<file path="src/rtl/wbb_pkg.sv">
package wbb_pkg;
  typedef enum logic [1:0] {
    ST_IDLE  = 2'd0,
    ST_CMD   = 2'd1,
    ST_WDATA = 2'd2,
    ST_RDATA = 2'd3
  } wbb_state_e;
endpackage

</file>
<file path="src/rtl/wbb_rst_sync.sv">
module wbb_rst_sync #(
  parameter int STAGES = 2
) (
  input  logic clk,
  input  logic rst_n,
  output logic rst_n_sync
);
  logic [STAGES-1:0] chain_q;

  always_ff @(posedge clk or negedge rst_n) begin
    if (!rst_n) chain_q <= '0;
    else        chain_q <= {chain_q[STAGES-2:0], 1'b1};
  end

  assign rst_n_sync = chain_q[STAGES-1];
endmodule

</file>
<file path="src/rtl/wbb_lane_pack.sv">
module wbb_lane_pack #(
  parameter int WB_DW  = 32,
  parameter int MEM_DW = 128,
  localparam int SEL_W     = WB_DW / 8,
  localparam int LANES     = MEM_DW / WB_DW,
  localparam int LANE_BITS = $clog2(LANES),
  localparam int BE_W      = MEM_DW / 8
) (
  input  logic [LANE_BITS-1:0] lane,
  input  logic [SEL_W-1:0]     sel,
  input  logic [WB_DW-1:0]     dat,
  output logic [MEM_DW-1:0]    wide_dat,
  output logic [BE_W-1:0]      wide_be
);
  // An empty select means the whole word is written.
  logic [SEL_W-1:0] sel_eff;
  assign sel_eff = (sel == '0) ? {SEL_W{1'b1}} : sel;

  for (genvar g = 0; g < LANES; g++) begin : g_lane
    logic hit;
    assign hit = (lane == LANE_BITS'(g));
    assign wide_be[g*SEL_W +: SEL_W]  = hit ? sel_eff : '0;
    assign wide_dat[g*WB_DW +: WB_DW] = hit ? dat : '0;
  end
endmodule

</file>
<file path="src/rtl/wbb_lane_pick.sv">
module wbb_lane_pick #(
  parameter int WB_DW  = 32,
  parameter int MEM_DW = 128,
  localparam int LANES     = MEM_DW / WB_DW,
  localparam int LANE_BITS = $clog2(LANES)
) (
  input  logic [LANE_BITS-1:0] lane,
  input  logic [MEM_DW-1:0]    wide_dat,
  output logic [WB_DW-1:0]     dat
);
  logic [WB_DW-1:0] slice [LANES];

  for (genvar g = 0; g < LANES; g++) begin : g_slice
    assign slice[g] = wide_dat[g*WB_DW +: WB_DW];
  end

  assign dat = slice[lane];
endmodule

</file>
<file path="src/rtl/wbb_ctrl.sv">
module wbb_ctrl
  import wbb_pkg::*;
#(
  parameter int WB_AW  = 30,
  parameter int WB_DW  = 32,
  parameter int MEM_DW = 128,
  localparam int SEL_W     = WB_DW / 8,
  localparam int LANES     = MEM_DW / WB_DW,
  localparam int LANE_BITS = $clog2(LANES),
  localparam int MEM_AW    = WB_AW - LANE_BITS
) (
  input  logic                 clk,
  input  logic                 rst_n,
  input  logic                 wb_cyc,
  input  logic                 wb_stb,
  input  logic                 wb_we,
  input  logic [WB_AW-1:0]     wb_adr,
  input  logic [SEL_W-1:0]     wb_sel,
  input  logic [WB_DW-1:0]     wb_dat_w,
  input  logic                 cmd_ready,
  input  logic                 wd_ready,
  input  logic                 rd_valid,
  output logic                 cmd_valid,
  output logic                 cmd_we,
  output logic [MEM_AW-1:0]    cmd_addr,
  output logic                 wd_valid,
  output logic                 rd_ready,
  output logic                 wb_ack,
  output logic [LANE_BITS-1:0] lane,
  output logic [SEL_W-1:0]     sel,
  output logic [WB_DW-1:0]     dat
);
  wbb_state_e state_q, state_d;
  logic       wack_q, wack_d;
  logic       start;

  logic [MEM_AW-1:0]    addr_q;
  logic [LANE_BITS-1:0] lane_q;
  logic                 we_q;
  logic [SEL_W-1:0]     sel_q;
  logic [WB_DW-1:0]     dat_q;

  // The write-ack cycle blocks a restart while the master still holds stb.
  assign start = (state_q == ST_IDLE) && wb_cyc && wb_stb && !wack_q;

  always_comb begin
    state_d = state_q;
    case (state_q)
      ST_IDLE:  if (start) state_d = ST_CMD;
      ST_CMD:   if (cmd_ready) state_d = we_q ? ST_WDATA : ST_RDATA;
      ST_WDATA: if (wd_ready) state_d = ST_IDLE;
      ST_RDATA: if (rd_valid) state_d = ST_IDLE;
      default:  state_d = ST_IDLE;
    endcase
  end

  assign wack_d = (state_q == ST_WDATA) && wd_ready;

  always_ff @(posedge clk or negedge rst_n) begin
    if (!rst_n) begin
      state_q <= ST_IDLE;
      wack_q  <= 1'b0;
    end else begin
      state_q <= state_d;
      wack_q  <= wack_d;
    end
  end

  always_ff @(posedge clk or negedge rst_n) begin
    if (!rst_n) begin
      addr_q <= '0;
      lane_q <= '0;
      we_q   <= 1'b0;
      sel_q  <= '0;
      dat_q  <= '0;
    end else if (start) begin
      addr_q <= wb_adr[WB_AW-1:LANE_BITS];
      lane_q <= wb_adr[LANE_BITS-1:0];
      we_q   <= wb_we;
      sel_q  <= wb_sel;
      dat_q  <= wb_dat_w;
    end
  end

  assign cmd_valid = (state_q == ST_CMD);
  assign cmd_we    = we_q;
  assign cmd_addr  = addr_q;
  assign wd_valid  = (state_q == ST_WDATA);
  assign rd_ready  = (state_q == ST_RDATA);
  assign wb_ack    = wack_q || ((state_q == ST_RDATA) && rd_valid);
  assign lane      = lane_q;
  assign sel       = sel_q;
  assign dat       = dat_q;

  assert_ack_single_R7: assert property (@(posedge clk) disable iff (!rst_n)
    wb_ack |=> !wb_ack);

  assert_wd_ack_R7: assert property (@(posedge clk) disable iff (!rst_n)
    (wd_valid && wd_ready) |=> wb_ack);

  assert_cmd_hold_R10: assert property (@(posedge clk) disable iff (!rst_n)
    (cmd_valid && !cmd_ready) |=> (cmd_valid && $stable(cmd_addr) && $stable(cmd_we)));

  assert_wd_hold_R10: assert property (@(posedge clk) disable iff (!rst_n)
    (wd_valid && !wd_ready) |=> (wd_valid && !wb_ack));

  assert_wd_after_cmd_R6: assert property (@(posedge clk) disable iff (!rst_n)
    $rose(wd_valid) |-> $past(cmd_valid && cmd_ready));

  assert_one_channel_R9: assert property (@(posedge clk) disable iff (!rst_n)
    $onehot0({cmd_valid, wd_valid, rd_ready}));
endmodule

</file>
<file path="src/rtl/wb_wide_bridge.sv">
module wb_wide_bridge #(
  parameter int WB_AW  = 30,
  parameter int WB_DW  = 32,
  parameter int MEM_DW = 128,
  localparam int SEL_W     = WB_DW / 8,
  localparam int LANES     = MEM_DW / WB_DW,
  localparam int LANE_BITS = $clog2(LANES),
  localparam int MEM_AW    = WB_AW - LANE_BITS,
  localparam int BE_W      = MEM_DW / 8
) (
  input  logic              clk,
  input  logic              rst_n,
  input  logic              wb_cyc,
  input  logic              wb_stb,
  input  logic              wb_we,
  input  logic [WB_AW-1:0]  wb_adr,
  input  logic [SEL_W-1:0]  wb_sel,
  input  logic [WB_DW-1:0]  wb_dat_w,
  output logic [WB_DW-1:0]  wb_dat_r,
  output logic              wb_ack,
  output logic              cmd_valid,
  input  logic              cmd_ready,
  output logic              cmd_we,
  output logic [MEM_AW-1:0] cmd_addr,
  output logic              wd_valid,
  input  logic              wd_ready,
  output logic [MEM_DW-1:0] wd_data,
  output logic [BE_W-1:0]   wd_be,
  input  logic              rd_valid,
  output logic              rd_ready,
  input  logic [MEM_DW-1:0] rd_data
);
  logic                 rst_n_s;
  logic [LANE_BITS-1:0] lane;
  logic [SEL_W-1:0]     sel;
  logic [WB_DW-1:0]     dat;

  wbb_rst_sync #(.STAGES(2)) u_rst (
    .clk(clk), .rst_n(rst_n), .rst_n_sync(rst_n_s)
  );

  wbb_ctrl #(.WB_AW(WB_AW), .WB_DW(WB_DW), .MEM_DW(MEM_DW)) u_ctrl (
    .clk(clk), .rst_n(rst_n_s),
    .wb_cyc(wb_cyc), .wb_stb(wb_stb), .wb_we(wb_we), .wb_adr(wb_adr),
    .wb_sel(wb_sel), .wb_dat_w(wb_dat_w),
    .cmd_ready(cmd_ready), .wd_ready(wd_ready), .rd_valid(rd_valid),
    .cmd_valid(cmd_valid), .cmd_we(cmd_we), .cmd_addr(cmd_addr),
    .wd_valid(wd_valid), .rd_ready(rd_ready), .wb_ack(wb_ack),
    .lane(lane), .sel(sel), .dat(dat)
  );

  wbb_lane_pack #(.WB_DW(WB_DW), .MEM_DW(MEM_DW)) u_pack (
    .lane(lane), .sel(sel), .dat(dat), .wide_dat(wd_data), .wide_be(wd_be)
  );

  wbb_lane_pick #(.WB_DW(WB_DW), .MEM_DW(MEM_DW)) u_pick (
    .lane(lane), .wide_dat(rd_data), .dat(wb_dat_r)
  );

  assert_be_nonzero_R4: assert property (@(posedge clk) disable iff (!rst_n_s)
    wd_valid |-> (wd_be != '0));

  assert_be_width_R3: assert property (@(posedge clk) disable iff (!rst_n_s)
    wd_valid |-> ($countones(wd_be) <= SEL_W));

  assert_read_ack_R8: assert property (@(posedge clk) disable iff (!rst_n_s)
    (rd_valid && rd_ready) |-> wb_ack);

  assert_reset_quiet_R1: assert property (@(posedge clk)
    !rst_n_s |-> !(cmd_valid || wd_valid || rd_ready || wb_ack));
endmodule

</file>
<file path="config.mk">
export PLATFORM = sky130hd
export DESIGN_NAME = wb_wide_bridge
export DESIGN_NICKNAME = d
export VERILOG_FILES = /design/src/rtl/wbb_pkg.sv /design/src/rtl/wbb_rst_sync.sv /design/src/rtl/wbb_lane_pack.sv /design/src/rtl/wbb_lane_pick.sv /design/src/rtl/wbb_ctrl.sv /design/src/rtl/wb_wide_bridge.sv
export SDC_FILE = /design/constraint.sdc
export NUM_CORES = 1
export LEC_CHECK = 0
export BUFFER_PORTS_ARGS = -buffer_cell sky130_fd_sc_hd__buf_2
export CAP_MARGIN = 20
export CORE_AREA = 8 8 155 157
export DETAILED_ROUTE_END_ITERATION = 6
export DIE_AREA = 0 0 163 165
export PLACE_DENSITY = 0.5
export SLEW_MARGIN = 20
export SYNTH_ARGS = -nofsm -noshare
export SYNTH_HDL_FRONTEND = slang
export SYNTH_HIERARCHICAL = 1
export SYNTH_SLANG_ARGS = --single-unit
</file>
<file path="constraint.sdc">
create_clock -name clk -period 2.1 [get_ports clk]
set_input_delay 0.21 -clock clk [delete_from_list [all_inputs] [get_ports clk]]
set_output_delay 0.21 -clock clk [all_outputs]
set_load 0.005 [all_outputs]
</file>
# Word-level counts from Yosys, hierarchy flattened
# Index checks and enable logic that the tools add are counted.
op_classes:
  n_eq_ne: 10
  n_mux: 18
  bitwise: 1
  magnitude_cmp: 1
  n_reduce_logical: 11
op_table:
  columns: ["operator", "count"]
  rows:
  - ["32-bit two-way mux", 6]
  - ["32-bit binary-select mux with 2-bit select", 1]
  - ["4-bit two-way mux", 5]
  - ["2-bit == test (second input constant)", 4]
  - ["2-bit two-way mux", 4]
  - ["2-bit case mux with 4 select lines", 1]
  - ["2-bit by 1-bit inequality test with 1-bit output (second input constant)", 3]
  - ["1-bit logical AND", 5]
  - ["2-bit by 1-bit == test with 1-bit output (second input constant)", 2]
  - ["2-bit zero test", 2]
  - ["4-bit zero test", 1]
  - ["4-bit AND reduction", 1]
  - ["3-bit >= comparator (second input constant)", 1]
  - ["2-bit NOT with 3-bit output", 1]
  - ["2-bit inequality test (second input constant)", 1]
  - ["1-bit zero test", 1]
  - ["1-bit logical OR", 1]
  - ["1-bit two-way mux", 1]
totals:
  ff_bits: 72
  inputBits: 202

# Longest topological paths before layout
# Gate-level depths: netlist of the first run.
logic_depth:
  ltp_word: 6
  mapped_depth: 5
  ltp_nobuf: 3

# Modules after synthesis
# Netlist of the first run, hierarchy kept.
by_module_without_submodules:
  columns: ["mod", "cells_per_inst", "n_inst", "area_each_um2"]
  rows:
  - ["wbb_ctrl", 158, 1, 2660.1]
  - ["wbb_lane_pack", 176, 1, 1069.8]
  - ["wbb_lane_pick", 39, 1, 814.5]
  - ["wbb_rst_sync", 3, 1, 53.8]

# Worst setup path after synthesis of the first run
# No wires, ideal clock.
synth_path:
  kind: "register to register"
  start: "register u_ctrl.state_q[0]"
  end: "register u_ctrl.dat_q[25], in the netlist u_ctrl/dat[25]"
  arrival_time_ps: 1425
  period_less_slack_ps: 1552
  setup_ps: 127
  t_required_ps: 1973
  path_stages_with_launch: 5
  path_slack_ps: 548
  cell_sequence: "dfrtp_1 nor4_4 buf_4 buf_6 mux2_1"
synth_via:
  elab_chain_cells: 4
synth_rtl:
  columns: ["element", "line_no", "source"]
  rows:
  - ["from (decl)", "wbb_ctrl.sv:33", "wbb_state_e state_q, state_d;"]
  - ["from (signal assigned)", "wbb_ctrl.sv:64", "state_q <= state_d;"]
  - ["2-bit zero test", "wbb_ctrl.sv:44", "assign start = (state_q == ST_IDLE) && wb_cyc && wb_stb && !wack_q;"]
  - ["1-bit logical AND (3 in a row)", "wbb_ctrl.sv:44", null]
  - ["to (signal assigned)", "wbb_ctrl.sv:81", "dat_q <= wb_dat_w;"]
  - ["to (decl)", "wbb_ctrl.sv:41", "logic [WB_DW-1:0] dat_q;"]
# Every way passes these cells.
# A chain may end at the register's enable or synchronous reset.

# Final worst setup path of the first run
layout_path:
  start: "register u_ctrl.lane_q[0], in the netlist u_ctrl/lane[0]"
  end: "output port wd_data[67]"
layout_via:
  elab_chain_cells: 2
layout_rtl:
  columns: ["element", "line_no", "source"]
  rows:
  - ["from (decl)", "wbb_ctrl.sv:38", "logic [LANE_BITS-1:0] lane_q;"]
  - ["from (signal assigned)", "wbb_ctrl.sv:78", "lane_q <= wb_adr[LANE_BITS-1:0];"]
  - ["2-bit == test", "wbb_lane_pack.sv:21", "assign hit = (lane == LANE_BITS'(g));"]
  - ["32-bit two-way mux", "wbb_lane_pack.sv:23", "assign wide_dat[g*WB_DW +: WB_DW] = hit ? dat : '0;"]
  - ["to (decl)", "wb_wide_bridge.sv:27", "output logic [MEM_DW-1:0] wd_data,"]
# Every way passes these cells.

==> results of run 1 <==
layout by cell type (no fill, tap or decap), drive strengths merged:
cell type	instances
a21oi	16
bufinv	1
clkinvlp	2
dfrtp	72
and3	32
mux2i	1
inv	7
buf	425
clkbuf	11
a21o	1
or3	4
a22o	1
dlygate4sd3	1
or2	1
mux2	67
and2b	2
nand2	3
conb	1
nand2b	2
diode	4
a31o	1
and2	98
nand3b	1
nor4	1
nor2	2
mux4	32
nor2b	2
worst paths after layout:
| path | endpoint | slack [ps] |
|---|---|---|
| max | wd_data[67] | 100 |
| min | u_ctrl/sel[2] | 90 |
| max reg2reg | u_ctrl/dat[22] | 350 |
| min reg2reg | u_ctrl/dat[27] | 230 |
| max in group asynchronous | u_ctrl/lane[0] | 1440 |
| min in group asynchronous | u_rst/chain_q[0] | 200 |
critical path: cells and delay by family (launching register included):
family	cells	cell delay, ps
buffers and inverters	3	480
DFF	1	590
and+or+nand+nor	2	370
area by class of cell:
type,count,area (um2),share of cell area
well taps,280,350,0.0480
flip-flops and latches,72,1810,0.248
clock inverters,4,53.8,0.00737
multi-input cells,268,2570,0.352
diodes,4,10.0,0.00137
inverters,6,22.5,0.00308
clock buffers,11,243,0.0332
repair buffers,426,2240,0.307
cell families (layout without fill, tap and decap cells):
family          after synthesis  count (layout)  share of synthesized area
buf+inv                      37             447                     0.0514
other cells                   1               5                   0.000816
simple gates                147             148                      0.208
flops                        72              72                      0.392
mux                         100             100                      0.325
compound gates               19              19                     0.0229
power by group:
part / total (mW) / internal [mW] / leakage, nW / switching, mW
combinational: 5.69 / 3.17 / 2.96 / 2.53
clock: 1.57 / 0.951 / 0.138 / 0.615
sequential: 2.89 / 2.09 / 0.854 / 0.799
total: 10.1 / 6.20 / 3.95 / 3.94
per-stage QoR:
step	hold slack (ps)	TNS [ps]	total power, mW	utilization	area (um2)
floorplan	-85.6	0	5.86	-	4600
global placement	-2.17	0	8.56	0.323	6930
detailed placement	2.84	0	8.61	0.323	6930
CTS	72.1	-112	10.3	0.337	7240
global route	76.2	-20.1	11.0	0.340	7300
finish	90.1	0	10.1	0.340	7300
flip-flops by register name (all words and copies together), names as in the netlist:
register and flops:
u_ctrl/wack_q 1, u_rst/chain_q 2, u_ctrl/state_q 2, u_ctrl/dat 32, u_ctrl/sel 4, u_ctrl/lane 2, u_ctrl/cmd_addr 28, u_ctrl/cmd_we 1
layer usage:
layer | part of all wire | GRT usage | wire, um
met1 | 0.36 | 0.151 | 7700
met2 | 0.54 | 0.271 | 11400
met3 | 0.088 | 0.0531 | 1880
met4 | 0.013 | 0.0546 | 282
met5 | 0.00061 | 0 | 13
what timing repair did:
action | 4_1_cts | 5_1_grt
endpoints found under the setup margin | 64 | 55
resized for setup | 2 | 2
hold buffers | 1 | 0
gates cloned | 0 | 1
pin swaps | 12 | 0
buffers inserted | 0 | 5
hold endpoints to repair | 2 | 0
==> results.json, run 1 <==
{
  "rsz0062_at_grt": "yes",
  "track_usage": 0.147,
  "root_buffer": "clkbuf_16",
  "netlist.top_cell.by_area": "dfrtp_1",
  "hp-class": "input port to flip-flop",
  "post-route-min-period_ps": 2000,
  "start_kind": "flip-flop",
  "synthTopCellsByCount": "98 x and2_1, 72 x dfrtp_1, 48 x mux2_2",
  "worstReg2RegStart": "u_ctrl/state_q[0]",
  "synthFlopType": "dfrtp_1",
  "synth_area_leaders": "dfrtp_1 39%, mux4_2 15%, and2_1 13%",
  "wire_per_inst_um": 19.9,
  "die_y_um": 165,
  "syn_area_per_cell_um2": 12.2,
  "gr-total-overflow": 0,
  "clkLatencyLatePin_ps": 330,
  "drc": 0,
  "synth_top_area_frac": 0.392,
  "syn-num-nets": 578,
  "yosysUniqueCellTypes": 29,
  "die_x_um": 163,
  "layout.cells.non_filler": 1071,
  "finalWirelength_mm": 21.3,
  "status": "completed",
  "skew_ps": 6.19,
  "fin_crit_sh": 0.955,
  "placed_cells": 1045,
  "peakVddDrop_mv": 0.470,
  "max_freq_ghz": 0.499,
  "worstHoldStart": "wb_sel[2]",
  "worstPathRequired_ps": 1890,
  "worstPathArrival_ps": 1790,
  "initial_core_util": 0.214,
  "area.growth.synth_to_final_pct": 58.8,
  "synthCells": 376,
  "dp_worst_setup_slack_ps": 331,
  "startpoint": "u_ctrl/lane[0]",
  "drive_gt1_frac": 0.673,
  "row_count": 54,
  "synth.most_common_cell": "and2_1",
  "crit_path_top_delay_cell": "dfrtp_4",
  "grt_pass1_wl_mm": 30.2,
  "hold_depth": 2,
  "cts_buffers": 9,
  "async_reset_ff_frac": 1.00,
  "viasPerCell": 4.25,
  "core_area_mm2": 0.0215,
  "grt_pass1_vias": 4799,
  "hold_viol": 0,
  "cts.clk_slew.worst_paths_ps": 60,
  "drt-initial-drc-count": 161,
  "p_per_area_mw_per_mm2": 1390,
  "max_stage_delay_ps": 590,
  "crit_fanout": 31,
  "detailed_place_hpwl_mm": 17.1,
  "cts.sinks": 72,
  "seq_area_frac_synth": 0.392,
  "fin_ws_ps": 95.0,
  "fillers": 2286,
  "reg2reg_depth": 3,
  "p_leak_nw": 3.95,
  "antenna_found_initial": 6,
  "ys_warn_count": 6,
  "synth_area_mm2": 0.00460,
  "drv_cap": 0,
  "die_area_mm2": 0.0269,
  "drv_slew": 0,
  "gp_congestion": 0.888,
  "grt_max_degree": 68,
  "ant_nets": 0,
  "crit_path_cell_trace": "buf_4 > and2b_2 > buf_12 > and2_1 > buf_2",
  "portBuffers": 410,
  "setup_viol": 0,
  "clockBufferDepth": 2,
  "synth-seq-cells": 72,
  "end_kind": "output port",
  "ios": 411,
  "h-tree-depth": 3,
  "worstSetupPathType": "flip-flop to output port",
  "cts_tree": "done",
  "vias": 4552,
  "layout.nets": 985,
  "firstDrtPassIters": 4,
  "synth_edf_count": 0
}
Power figures use the tool's default switching activity.
==> run 2: changes to the inputs <==
--- a/config.mk
+++ b/config.mk
@@ -7,10 +7,11 @@
 export LEC_CHECK = 0
 export BUFFER_PORTS_ARGS = -buffer_cell sky130_fd_sc_hd__buf_2
 export CAP_MARGIN = 20
-export CORE_AREA = 8 8 155 157
+export CORE_AREA = 2 2 158 160
 export DETAILED_ROUTE_END_ITERATION = 6
-export DIE_AREA = 0 0 163 165
-export PLACE_DENSITY = 0.5
+export DIE_AREA = 0 0 160 162
+export PLACE_DENSITY = 0.45
+export RECOVER_POWER = 100
 export SLEW_MARGIN = 20
 export SYNTH_ARGS = -nofsm -noshare
 export SYNTH_HDL_FRONTEND = slang
==> results.json, run 2 (synthesis gave the netlist of run 1 again) <==
{
  "hold_depth": 2,
  "rsz0062_at_grt": "no",
  "ios": 411,
  "die_x_um": 160,
  "worstSetupPathType": "flip-flop to output port",
  "grt_pass1_wl_mm": 28.3,
  "dp_worst_setup_slack_ps": 208,
  "post-route-min-period_ps": 2020,
  "max_freq_ghz": 0.496,
  "detailed_place_hpwl_mm": 15.7,
  "track_usage": 0.144,
  "gr-total-overflow": 0,
  "worstHoldStart": "wb_adr[3]",
  "worstReg2RegStart": "u_ctrl/state_q[0]",
  "antenna_found_initial": 5,
  "core_area_mm2": 0.0241,
  "p_sw_mw": 4.02,
  "drt-initial-drc-count": 176,
  "cts.clk_slew.worst_paths_ps": 60,
  "h-tree-depth": 3,
  "fin_util": 0.299,
  "root_buffer": "clkbuf_16",
  "viasPerCell": 4.21,
  "fin_crit_sh": 0.961,
  "p_per_area_mw_per_mm2": 1390,
  "area.growth.synth_to_final_pct": 56.8,
  "end_kind": "output port",
  "timing.rr.end": "u_ctrl/dat[17]",
  "drive_gt1_frac": 0.542,
  "cts_tree": "done",
  "gp_congestion": 0.813,
  "grt_pass1_vias": 4628,
  "crit_buf_inv": 2,
  "drv_cap": 0,
  "cts_buffers": 9,
  "fin_ws_ps": 82.7,
  "skew_ps": 10.6,
  "row_count": 57,
  "startpoint": "u_ctrl/lane[0]",
  "worstPathRequired_ps": 1890,
  "crit_fanout": 14,
  "firstDrtPassIters": 5,
  "drv_slew": 0,
  "cts.sinks": 72,
  "layout_commonest_cell": "buf_2",
  "ant_nets": 0,
  "hp-class": "input port to flip-flop",
  "finalWirelength_mm": 20.3,
  "layout.nets": 987,
  "cp_top_family": "flip-flops",
  "initial_core_util": 0.191,
  "hold_viol": 0,
  "max_slew_margin": 0.337,
  "wire_per_inst_um": 18.2,
  "r2r_slack_ps": 190,
  "min_to": "u_ctrl/cmd_addr[1]",
  "internal-power_mw": 5.97,
  "largest_reg_flops": 32,
  "final_cell_mix": "301 x buf_2, 105 x clkbuf_1, 76 x and2_1",
  "die_area_mm2": 0.0259,
  "start_kind": "flip-flop",
  "clkPwrFrac": 0.160,
  "clockBufferDepth": 2,
  "reg2reg_depth": 3,
  "crit_path_top_delay_cell": "dfrtp_4",
  "status": "completed",
  "worstPathArrival_ps": 1810,
  "drc": 0,
  "grt_max_degree": 71,
  "die_y_um": 162,
  "p_leak_nw": 3.56,
  "power_frac_seq": 0.287,
  "max_stage_delay_ps": 570,
  "tightest_slew_ps": 994,
  "fillers": 2639,
  "clkLatencyLatePin_ps": 340,
  "portBuffers": 410,
  "vias": 4697,
  "switching_share": 0.402,
  "peakVddDrop_mv": 0.568,
  "power_frac_comb": 0.553,
  "crit_path_cell_trace": "buf_8 > and2b_2 > and2_1 > clkbuf_1",
  "setup_viol": 0
}
[run 2: cell types whose count changed in the layout (fill, tap and decap cells not counted), sizes merged]
cell	previous run	this run
clkinv	0	2
buf	425	310
and2b	2	4
diode	4	3
clkinvlp	2	1
inv	7	8
clkbuf	11	126
nor2	2	1
[run 2: worst max-delay path by stage]
stage	end	slack (ps)	cells past startpoint
after floorplan	u_ctrl/dat[25]	550	4
after global placement	wd_data[81]	250	3
after detailed placement	wd_data[65]	210	3
after CTS	wb_dat_r[22]	-110	3
after global routing	wd_data[25]	8	5
final	wd_data[81]	80	4
[run 2: what timing repair did]
action / in CTS / in global routing
pin swaps: 17 / 0
endpoints found under the hold margin: 2 / 0
gates cloned: 0 / 2
hold buffers: 1 / 0
setup endpoints to repair: 58 / 85
resized for setup: 2 / 4
setup buffers: 0 / 4
[run 2: cell type report]
cell class                      count  area (um2)  share of cell area
Antenna cell                        3        7.51             0.00104
Clock buffer                       10         239              0.0331
Clock inverter                      6        65.1             0.00902
Inverter                            6        22.5             0.00312
Multi-Input combinational cell    269        2580               0.358
Sequential cell                    72        1810               0.251
Tap cell                          324         405              0.0562
Timing Repair Buffer              427        2090               0.289
[run 2: per-layer routing]
layer	track usage	vias to the layer above	wire length, um
met5	0	-	0
met4	0.0508	0	582
met3	0.0442	30	1560
met2	0.269	245	10600
met1	0.154	2258	7510
li1	-	2164	-
[run 2: power groups by stage]
stage	combinational (mW)	clock, mW	sequential [mW]
2_1_floorplan	3.29	0	2.57
3_3_place_gp	5.60	0	2.96
3_5_place_dp	5.60	0	2.96
4_1_cts	5.63	1.66	2.95
5_1_grt	6.02	1.72	3.01
6_report	5.52	1.60	2.87
[run 2: through the flow]
stage / area (um2) / hold slack [ps] / setup TNS (ps) / cells / power [mW]
after floorplan: 4600 / -85.6 / 0 / 376 / 5.86
after detailed placement: 7000 / -0.634 / 0 / 1091 / 8.56
after CTS: 7320 / 66.4 / -2620 / 1108 / 10.2
after global routing: 7200 / 66.2 / 0 / 1114 / 10.7
after global placement: 7000 / -3.14 / 0 / 1091 / 8.56
final: 7210 / 85.5 / 0 / 1117 / 9.99
